**src/rtl/pfg_pkg.sv**
```systemverilog
package pfg_pkg;

  // Strobes driven by the flush controller into the datapath
  typedef struct packed {
    logic holdOut;   // clear output register and loop state this cycle
    logic acceptIn;  // a beat presented now may enter the pipeline
  } flushStrobes_t;

endpackage

```
**src/rtl/flush_ctrl.sv**
```systemverilog
module flush_ctrl
  import pfg_pkg::*;
#(
  parameter int DEPTH = 4
) (
  input  logic          clk,
  input  logic          rstIn,
  output flushStrobes_t strobes
);

  // Count DEPTH+1 down to zero; the flag drops on the edge that sees zero,
  // which keeps the hold up for DEPTH+2 cycles after release.
  localparam int PRESET = DEPTH + 1;
  localparam int CNT_W  = $clog2(PRESET + 1);

  logic             stretchFlag;
  logic [CNT_W-1:0] flushCnt;

  always_ff @(posedge clk) begin
    if (rstIn) begin
      stretchFlag <= 1'b1;
      flushCnt    <= CNT_W'(PRESET);
    end else if (stretchFlag) begin
      if (flushCnt == '0) begin
        stretchFlag <= 1'b0;
      end else begin
        flushCnt <= flushCnt - 1'b1;
      end
    end
  end

  // The reset input acts at once; the flag extends it.
  always_comb begin
    strobes.holdOut  = rstIn | stretchFlag;
    strobes.acceptIn = ~(rstIn | stretchFlag);
  end

endmodule

```
**src/rtl/flush_datapath.sv**
```systemverilog
module flush_datapath
  import pfg_pkg::*;
#(
  parameter int DATA_W = 16,
  parameter int SUM_W  = 20,
  parameter int DEPTH  = 4
) (
  input  logic              clk,
  input  flushStrobes_t     strobes,
  input  logic              inValid,
  input  logic [DATA_W-1:0] inData,
  output logic              outValid,
  output logic [DATA_W-1:0] outData,
  output logic [SUM_W-1:0]  outSum
);

  // DEPTH registers in series: STAGES resetless ones plus the output register.
  localparam int STAGES = DEPTH - 1;
  localparam int SLOT_W = DATA_W + 1;

  // {valid, data} per resetless stage
  logic [SLOT_W-1:0] stageReg [STAGES];

  for (genvar g = 0; g < STAGES; g++) begin : gStage
    if (g == 0) begin : gEntry
      // Entry gate drops beats offered during the hold window.
      always_ff @(posedge clk) begin
        stageReg[g] <= {inValid & strobes.acceptIn, inData};
      end
    end else begin : gChain
      always_ff @(posedge clk) begin
        stageReg[g] <= stageReg[g-1];
      end
    end
  end

  logic              lastValid;
  logic [DATA_W-1:0] lastData;

  always_comb begin
    lastValid = stageReg[STAGES-1][DATA_W];
    lastData  = stageReg[STAGES-1][DATA_W-1:0];
  end

  // Output register: the only reset point on the forward path.
  logic              outValidReg;
  logic [DATA_W-1:0] outDataReg;

  always_ff @(posedge clk) begin
    if (strobes.holdOut) begin
      outValidReg <= 1'b0;
      outDataReg  <= '0;
    end else begin
      outValidReg <= lastValid;
      outDataReg  <= lastData;
    end
  end

  // Feedback loop: its state register is the loop-breaking reset point.
  logic [SUM_W-1:0] accSum;

  always_ff @(posedge clk) begin
    if (strobes.holdOut) begin
      accSum <= '0;
    end else if (lastValid) begin
      accSum <= accSum + SUM_W'(lastData);
    end
  end

  assign outValid = outValidReg;
  assign outData  = outDataReg;
  assign outSum   = accSum;

endmodule

```
**src/rtl/pipe_flush_guard.sv**
```systemverilog
module pipe_flush_guard
  import pfg_pkg::*;
#(
  parameter int DATA_W = 16,
  parameter int SUM_W  = 20,
  parameter int DEPTH  = 4
) (
  input  logic              clk,
  input  logic              rstIn,
  input  logic              inValid,
  input  logic [DATA_W-1:0] inData,
  output logic              outValid,
  output logic [DATA_W-1:0] outData,
  output logic [SUM_W-1:0]  outSum
);

  if (DEPTH < 2) begin : gDepthBad
    $error("pipe_flush_guard: DEPTH must be at least 2");
  end
  if (SUM_W < DATA_W) begin : gSumBad
    $error("pipe_flush_guard: SUM_W must not be below DATA_W");
  end

  flushStrobes_t strobes;

  flush_ctrl #(
    .DEPTH (DEPTH)
  ) ctrl (
    .clk     (clk),
    .rstIn   (rstIn),
    .strobes (strobes)
  );

  flush_datapath #(
    .DATA_W (DATA_W),
    .SUM_W  (SUM_W),
    .DEPTH  (DEPTH)
  ) dpath (
    .clk      (clk),
    .strobes  (strobes),
    .inValid  (inValid),
    .inData   (inData),
    .outValid (outValid),
    .outData  (outData),
    .outSum   (outSum)
  );

endmodule

```
**config.mk**
```make
export PLATFORM = sky130hd
export DESIGN_NAME = pipe_flush_guard
export DESIGN_NICKNAME = d
export VERILOG_FILES = /design/src/rtl/pfg_pkg.sv /design/src/rtl/flush_ctrl.sv /design/src/rtl/flush_datapath.sv /design/src/rtl/pipe_flush_guard.sv
export SDC_FILE = /design/constraint.sdc
export NUM_CORES = 1
export LEC_CHECK = 0
export BUFFER_PORTS_ARGS = -buffer_cell sky130_fd_sc_hd__buf_4
export CORE_UTILIZATION = 59
export CTS_BUF_LIST = sky130_fd_sc_hd__clkbuf_8 sky130_fd_sc_hd__clkbuf_16
export DETAILED_ROUTE_END_ITERATION = 10
export PLACE_DENSITY_LB_ADDON = 0.12
export SLEW_MARGIN = 15
export SYNTH_ARGS = -nofsm -noshare
export SYNTH_HDL_FRONTEND = slang
export SYNTH_SLANG_ARGS = --single-unit
export TNS_END_PERCENT = 50
```
**constraint.sdc**
```tcl
create_clock -name clk -period 4.15 [get_ports clk]
set_clock_uncertainty 0.05 [all_clocks]
set_input_delay 0.2075 -clock clk [delete_from_list [all_inputs] [get_ports clk]]
set_output_delay 0.2075 -clock clk [all_outputs]
set_load 0.02 [all_outputs]
```
# Yosys cells after proc, flatten, opt, wreduce, memory -nomap -nowiden
# Memories as Yosys holds them, arrays and structs flattened.
# Cells that the tools add are included.
# W data, S select, Z words.
# classes
add_sub_neg,2
muxes,2
bitwise_logic,4
n_reduce_logical,2
# ops
operator,count
$add A20 B16 Y20,1
$logic_not A3 Y1,1
$sub A3 B1 Y3 const B,1
$mux W1,2
$not A1 Y1,2
$reduce_and A2 Y1,1
$and A1 B1 Y1,1
$or A1 B1 Y1,1
# word_totals
regBits,41
ramBits,51
input_bits,19
output_inout_bits,37
wordCells,16
memories,1
# memory_table
name,depth,word_bits,read_ports,rd_clocked_by_memory_dff,wr,line_no,rtl
dpath.stageReg,3,17,3,0,3,flush_datapath.sv:22,logic [SLOT_W-1:0] stageReg [STAGES];

# Depth between registers and ports, before layout
# depth
word_depth,3
depth_mapped,8
depth_no_buf,8

# Modules after synthesis
# Synthesis repeated with hierarchy kept, for this count alone.
# hier_totals
hier_cells,295
area_unflattened_um2,3311.9
# modules_own_cells
module,instances,cells_each,area_per_inst_um2,seq_area_each_um2
flush_datapath,1,274,3114.2,1761.7
flush_ctrl,1,21,197.7,80.1

# Worst setup path before layout
# OpenSTA, ideal clock, no wires.
# synth_timing
path_kind,reg-to-reg
from,"reg dpath.accSum[0], in the netlist dpath.outSum[0]"
to,"reg dpath.accSum[6], in the netlist dpath.outSum[6]"
setup_ps,129
arrival_ps,1880
t_required_ps,3971
setup_slack_ps,2091
path_stages_with_launch,9
path_buffers,0
synth_period_minus_slack_ps,2059
cell_sequence,dfxtp_1 -> ha_1 -> fa_1 -> a21o_1 -> a21oi_1 -> nor2b_1 -> or3_1 -> a31oi_1 -> nor2_1
# synth_via
elab_chain_cells,1
# synth_lines
item,line_no,rtl
"start, declared",flush_datapath.sv:60,logic [SUM_W-1:0] accSum;
"start signal, assigned",flush_datapath.sv:66,accSum <= accSum + SUM_W'(lastData);
$add A20 B16 Y20,flush_datapath.sv:66,
# No other way between the ends.
# A chain may end at the register's enable or synchronous reset.

# Final worst setup path
# layout_timing
from,"reg dpath.accSum[6], in the netlist dpath.outSum[6]"
to,"reg dpath.accSum[11], in the netlist dpath.outSum[11]"
# Same word-level chain as after synthesis.

==> out/qor_table.md <==
| Quantity | Value |
| --- | --- |
| Fraction of the mapped netlist area in compound gates | 0.1340 |
| Post-synth EDFFs | 0 |
| Yosys synthesis warning count | 0 |
| CTS-repair resized insts | 0 |
| Switching part of the total power | 0.2402 |
| Via count of the first global-routing pass | 2297 |
| Simple logic cell fraction of the synthesized area | 0.1516 |
| Horizontal die dimension | 76.33 microns |
| Post-detailed-route DRC marker count | 0 |
| Fraction of synthesis flops using an asynchronous set or reset pin | 0 |
| Top fanout value on the critical path | 7 |
| Clock network latency to the later pin of the worst-skew pair | 360 ps |
| Vias after detailed routing | 2328 |
| Worst hold slack after final layout | 276.6 ps |
| Total standard cell area after synthesis | 3259 sq um |
| Total congestion overflow after global routing | 0 |
| Share of cell area taken by muxes after synthesis | 0.01843 |
| Core area | 5205 sq um |
| Flop-to-flop setup slack | 1940 ps |
| Total wire length | 6.640 mm |
| Largest family of logic cells by synthesized area | simple AND/OR/NAND/NOR gates |
| Critical path class | register to register |
| Hold Fails Final Rpt | 0 |
| Share of post-route cells with drive strength above 1 | 0.2240 |
| Type of the worst min-delay path | register to register |
| Run status | completed |
| Max-capacitance violation count | 0 |
| Main area contributors after synthesis | sky130_fd_sc_hd__dfxtp_1, sky130_fd_sc_hd__ha_1, sky130_fd_sc_hd__and2_1 |
| Pleak | 1.775 nW |
| Net count after synthesis | 331 |
| Iteration count of the initial detailed-routing pass | 4 |
| Top cell type by total area after synthesis | sky130_fd_sc_hd__dfxtp_1 |
| Clock share of power | 0.326 |
| Critical Path Source Type | register |
| Worst EP required | 4340 ps |
| Number of buffers on the longest clock path | 2 |
| Average detailed-routed wire length per instance | 14.92 microns |
| Count of state elements after synthesis | 92 |
| Reg clk slew, reported paths | 80 ps |
| Tightest Pin Transition | 860.7 ps |
| Number of rows created at floorplan | 26 |
| Normalized max-slew margin | 0.4254 |
| Adder and majority gate portion of the synthesized area | 0.07524 |
| Largest net degree at the start of global routing | 26 |
| Detailed-route vias per instance | 5.231 |
| Die area | 5826 sq um |
| Pwr/cell area | 407.4 nW/um^2 |
| Crit path setup slack, layout | 1944 ps |
| Most common flop cell mapped by yosys | sky130_fd_sc_hd__dfxtp_1 |
| Cells after Synth | 293 |
| Fraction of the yosys area taken by sequential cells | 0.5651 |
| Final setup violation count | 0 |
| Antenna cell count | 0 |
| Count of cell types in the netlist | 54 |
| Post-Synthesis Mean Instance Area | 11.12 sq um |
| Minimum period implied by the final worst setup slack | 2206 ps |
| Final total power | 1.660 mW |
| Wire length of the first global-routing pass | 10.72 mm |
| Final Max Tran Viols | 0 |
| Max VDD drop | 0.0002807 V |
| Share of Yosys cell area claimed by the top area cell type | 0.5651 |
| Post-synthesis xor/xnor area fraction | 0.03225 |
| Antenna violations before repair | 0 |
| Register share of total power | 0.578 |
| Final net count | 408 |
| Total GRT Usage | 0.2437 |
| Dpl hpwl | 4.155 mm |
| Number of nets with antenna violations after routing | 0 |
| Initial cell density of the core | 0.6262 |
| Pre-CTS setup slack | 2048 ps |
| Clock net sink count | 92 |
| Die Y-Extent | 76.33 microns |
| RePlAce Congestion | 0.8175 |
| Final Core Density | 0.7827 |
| Root Driver | sky130_fd_sc_hd__clkbuf_8 |
| Logic gate share of total power | 0.096 |
| Setup repair after global routing missed its margin | no |
| P_int | 1.261 mW |
| Arrival time of data at the critical path endpoint | 2390 ps |
| Peak Freq | 453.3 MHz |
| Tcrit/Tclk final | 0.5316 |
| Detailed Route Iter0 Violations | 114 |
| H-tree depth reported by CTS | 3 |
| Signed area change from the synthesized netlist to the final layout | 24.99% |
| Sw power | 398.6 uW |
| Setup TNS | 0 ps |
| Count of boundary I/O pins | 56 |
| Count of buffers inserted at the top-level ports | 55 |
| Kind of end point of the critical path | register |
| CTS tree | built |
| Total clock buffers created by CTS | 9 |
==> per-stage QoR <==
stage / std cells / area (sq um)
floorplan: 293 / 3259
global placement: 411 / 3714
detailed placement: 411 / 3714
CTS: 445 / 4074
global route: 445 / 4074
finish: 445 / 4074
==> worst paths after layout <==
path | cells past startpoint | startpoint | to
setup / recovery | 7 | dpath.outSum[6]$_SDFFE_PP0P_ | dpath.outSum[11]$_SDFFE_PP0P_
hold / removal | 0 | dpath.stageReg[0][1]$_DFF_P_ | dpath.stageReg[0][18]$_DFF_P_
setup reg to reg | 7 | dpath.outSum[6]$_SDFFE_PP0P_ | dpath.outSum[11]$_SDFFE_PP0P_
hold reg to reg | 0 | dpath.stageReg[0][1]$_DFF_P_ | dpath.stageReg[0][18]$_DFF_P_
==> critical path, stage by stage, from the launching register on <==
cell	delay [ps]
sky130_fd_sc_hd__dfxtp_1	340
sky130_fd_sc_hd__ha_1	390
sky130_fd_sc_hd__a21o_1	250
sky130_fd_sc_hd__a21o_1	220
sky130_fd_sc_hd__a221oi_2	470
sky130_fd_sc_hd__o21ai_1	130
sky130_fd_sc_hd__xnor2_1	160
sky130_fd_sc_hd__o21ai_1	70
==> cell usage in the layout, fill, tap and decap left out, drive strengths merged, types with 8 or more instances in the layout <==
cell | netlist | final
nand2 | 16 | 16
clkbuf | 6 | 11
inv | 6 | 8
nand3 | 15 | 15
ha | 18 | 18
dfxtp | 92 | 92
and2 | 20 | 20
a21oi | 12 | 12
nor2 | 18 | 18
o21ai | 11 | 11
dlygate4sd3 | 0 | 18
buf | 1 | 56
==> cells by family (layout without fill, tap and decap cells) <==
family | after synthesis | after routing
compound gates | 60 | 60
xor+xnor | 12 | 12
fa+ha+maj | 19 | 19
buf+inv | 14 | 96
flops | 92 | 92
mux | 6 | 6
simple gates | 90 | 90
==> registers in the layout, indices dropped and copies added, names as in the netlist <==
name / count
dpath.stageReg: 51
ctrl.flushCnt: 3
dpath.outSum: 20
dpath.outValid: 1
dpath.outData: 16
ctrl.stretchFlag: 1
==> Yosys cell counts (2+ instances only) <==
master                      instances
sky130_fd_sc_hd__a211oi_1           6
sky130_fd_sc_hd__a21boi_0           2
sky130_fd_sc_hd__a21o_1             5
sky130_fd_sc_hd__a21oi_1           11
sky130_fd_sc_hd__a2bb2oi_1          2
sky130_fd_sc_hd__and2_1            18
sky130_fd_sc_hd__and2_2             2
sky130_fd_sc_hd__and3_1             2
sky130_fd_sc_hd__clkbuf_1           4
sky130_fd_sc_hd__dfxtp_1           92
sky130_fd_sc_hd__ha_1              18
sky130_fd_sc_hd__inv_1              6
sky130_fd_sc_hd__mux2i_1            6
sky130_fd_sc_hd__nand2_1           16
sky130_fd_sc_hd__nand2b_1           4
sky130_fd_sc_hd__nand3_1           14
sky130_fd_sc_hd__nand3b_1           3
sky130_fd_sc_hd__nand4_1            3
sky130_fd_sc_hd__nor2_1            17
sky130_fd_sc_hd__nor2b_1            3
sky130_fd_sc_hd__o211ai_1           5
sky130_fd_sc_hd__o21a_1             2
sky130_fd_sc_hd__o21ai_0            6
sky130_fd_sc_hd__o21ai_1            5
sky130_fd_sc_hd__o21bai_1           2
sky130_fd_sc_hd__xnor2_1            6
sky130_fd_sc_hd__xor2_1             6
==> power by group through the flow <==
stage               sequential, mW  clock [mW]  combinational, mW
floorplan                    0.981           0             0.0957
global placement             0.976           0              0.142
detailed placement           0.979           0              0.145
CTS                          0.958       0.546              0.160
global route                 0.965       0.582              0.184
finish                       0.958       0.541              0.160
==> routing by layer <==
layer  up-vias  share of wire  GRT usage
met4         0          0.017     0.1192
li1       1176              -          -
met3        10          0.042    0.05749
met1      1079           0.44     0.2911
met5         -              0          0
met2        63           0.50     0.4108
==> final cells by class <==
type / count / area [sq um]
clock buffer: 11 / 151.4
clock inverter: 5 / 28.78
fill: 361 / 1131
inverter: 6 / 22.52
multi-input combinational: 187 / 1341
sequential: 92 / 1842
tap: 70 / 87.58
timing repair buffer: 74 / 600.6
==> timing repair <==
action | CTS | global route
hold buffers | 18 | 0
endpoints found under the hold margin | 18 | 0
setup buffers | 0 | 0
Power figures use the tool's default switching activity.
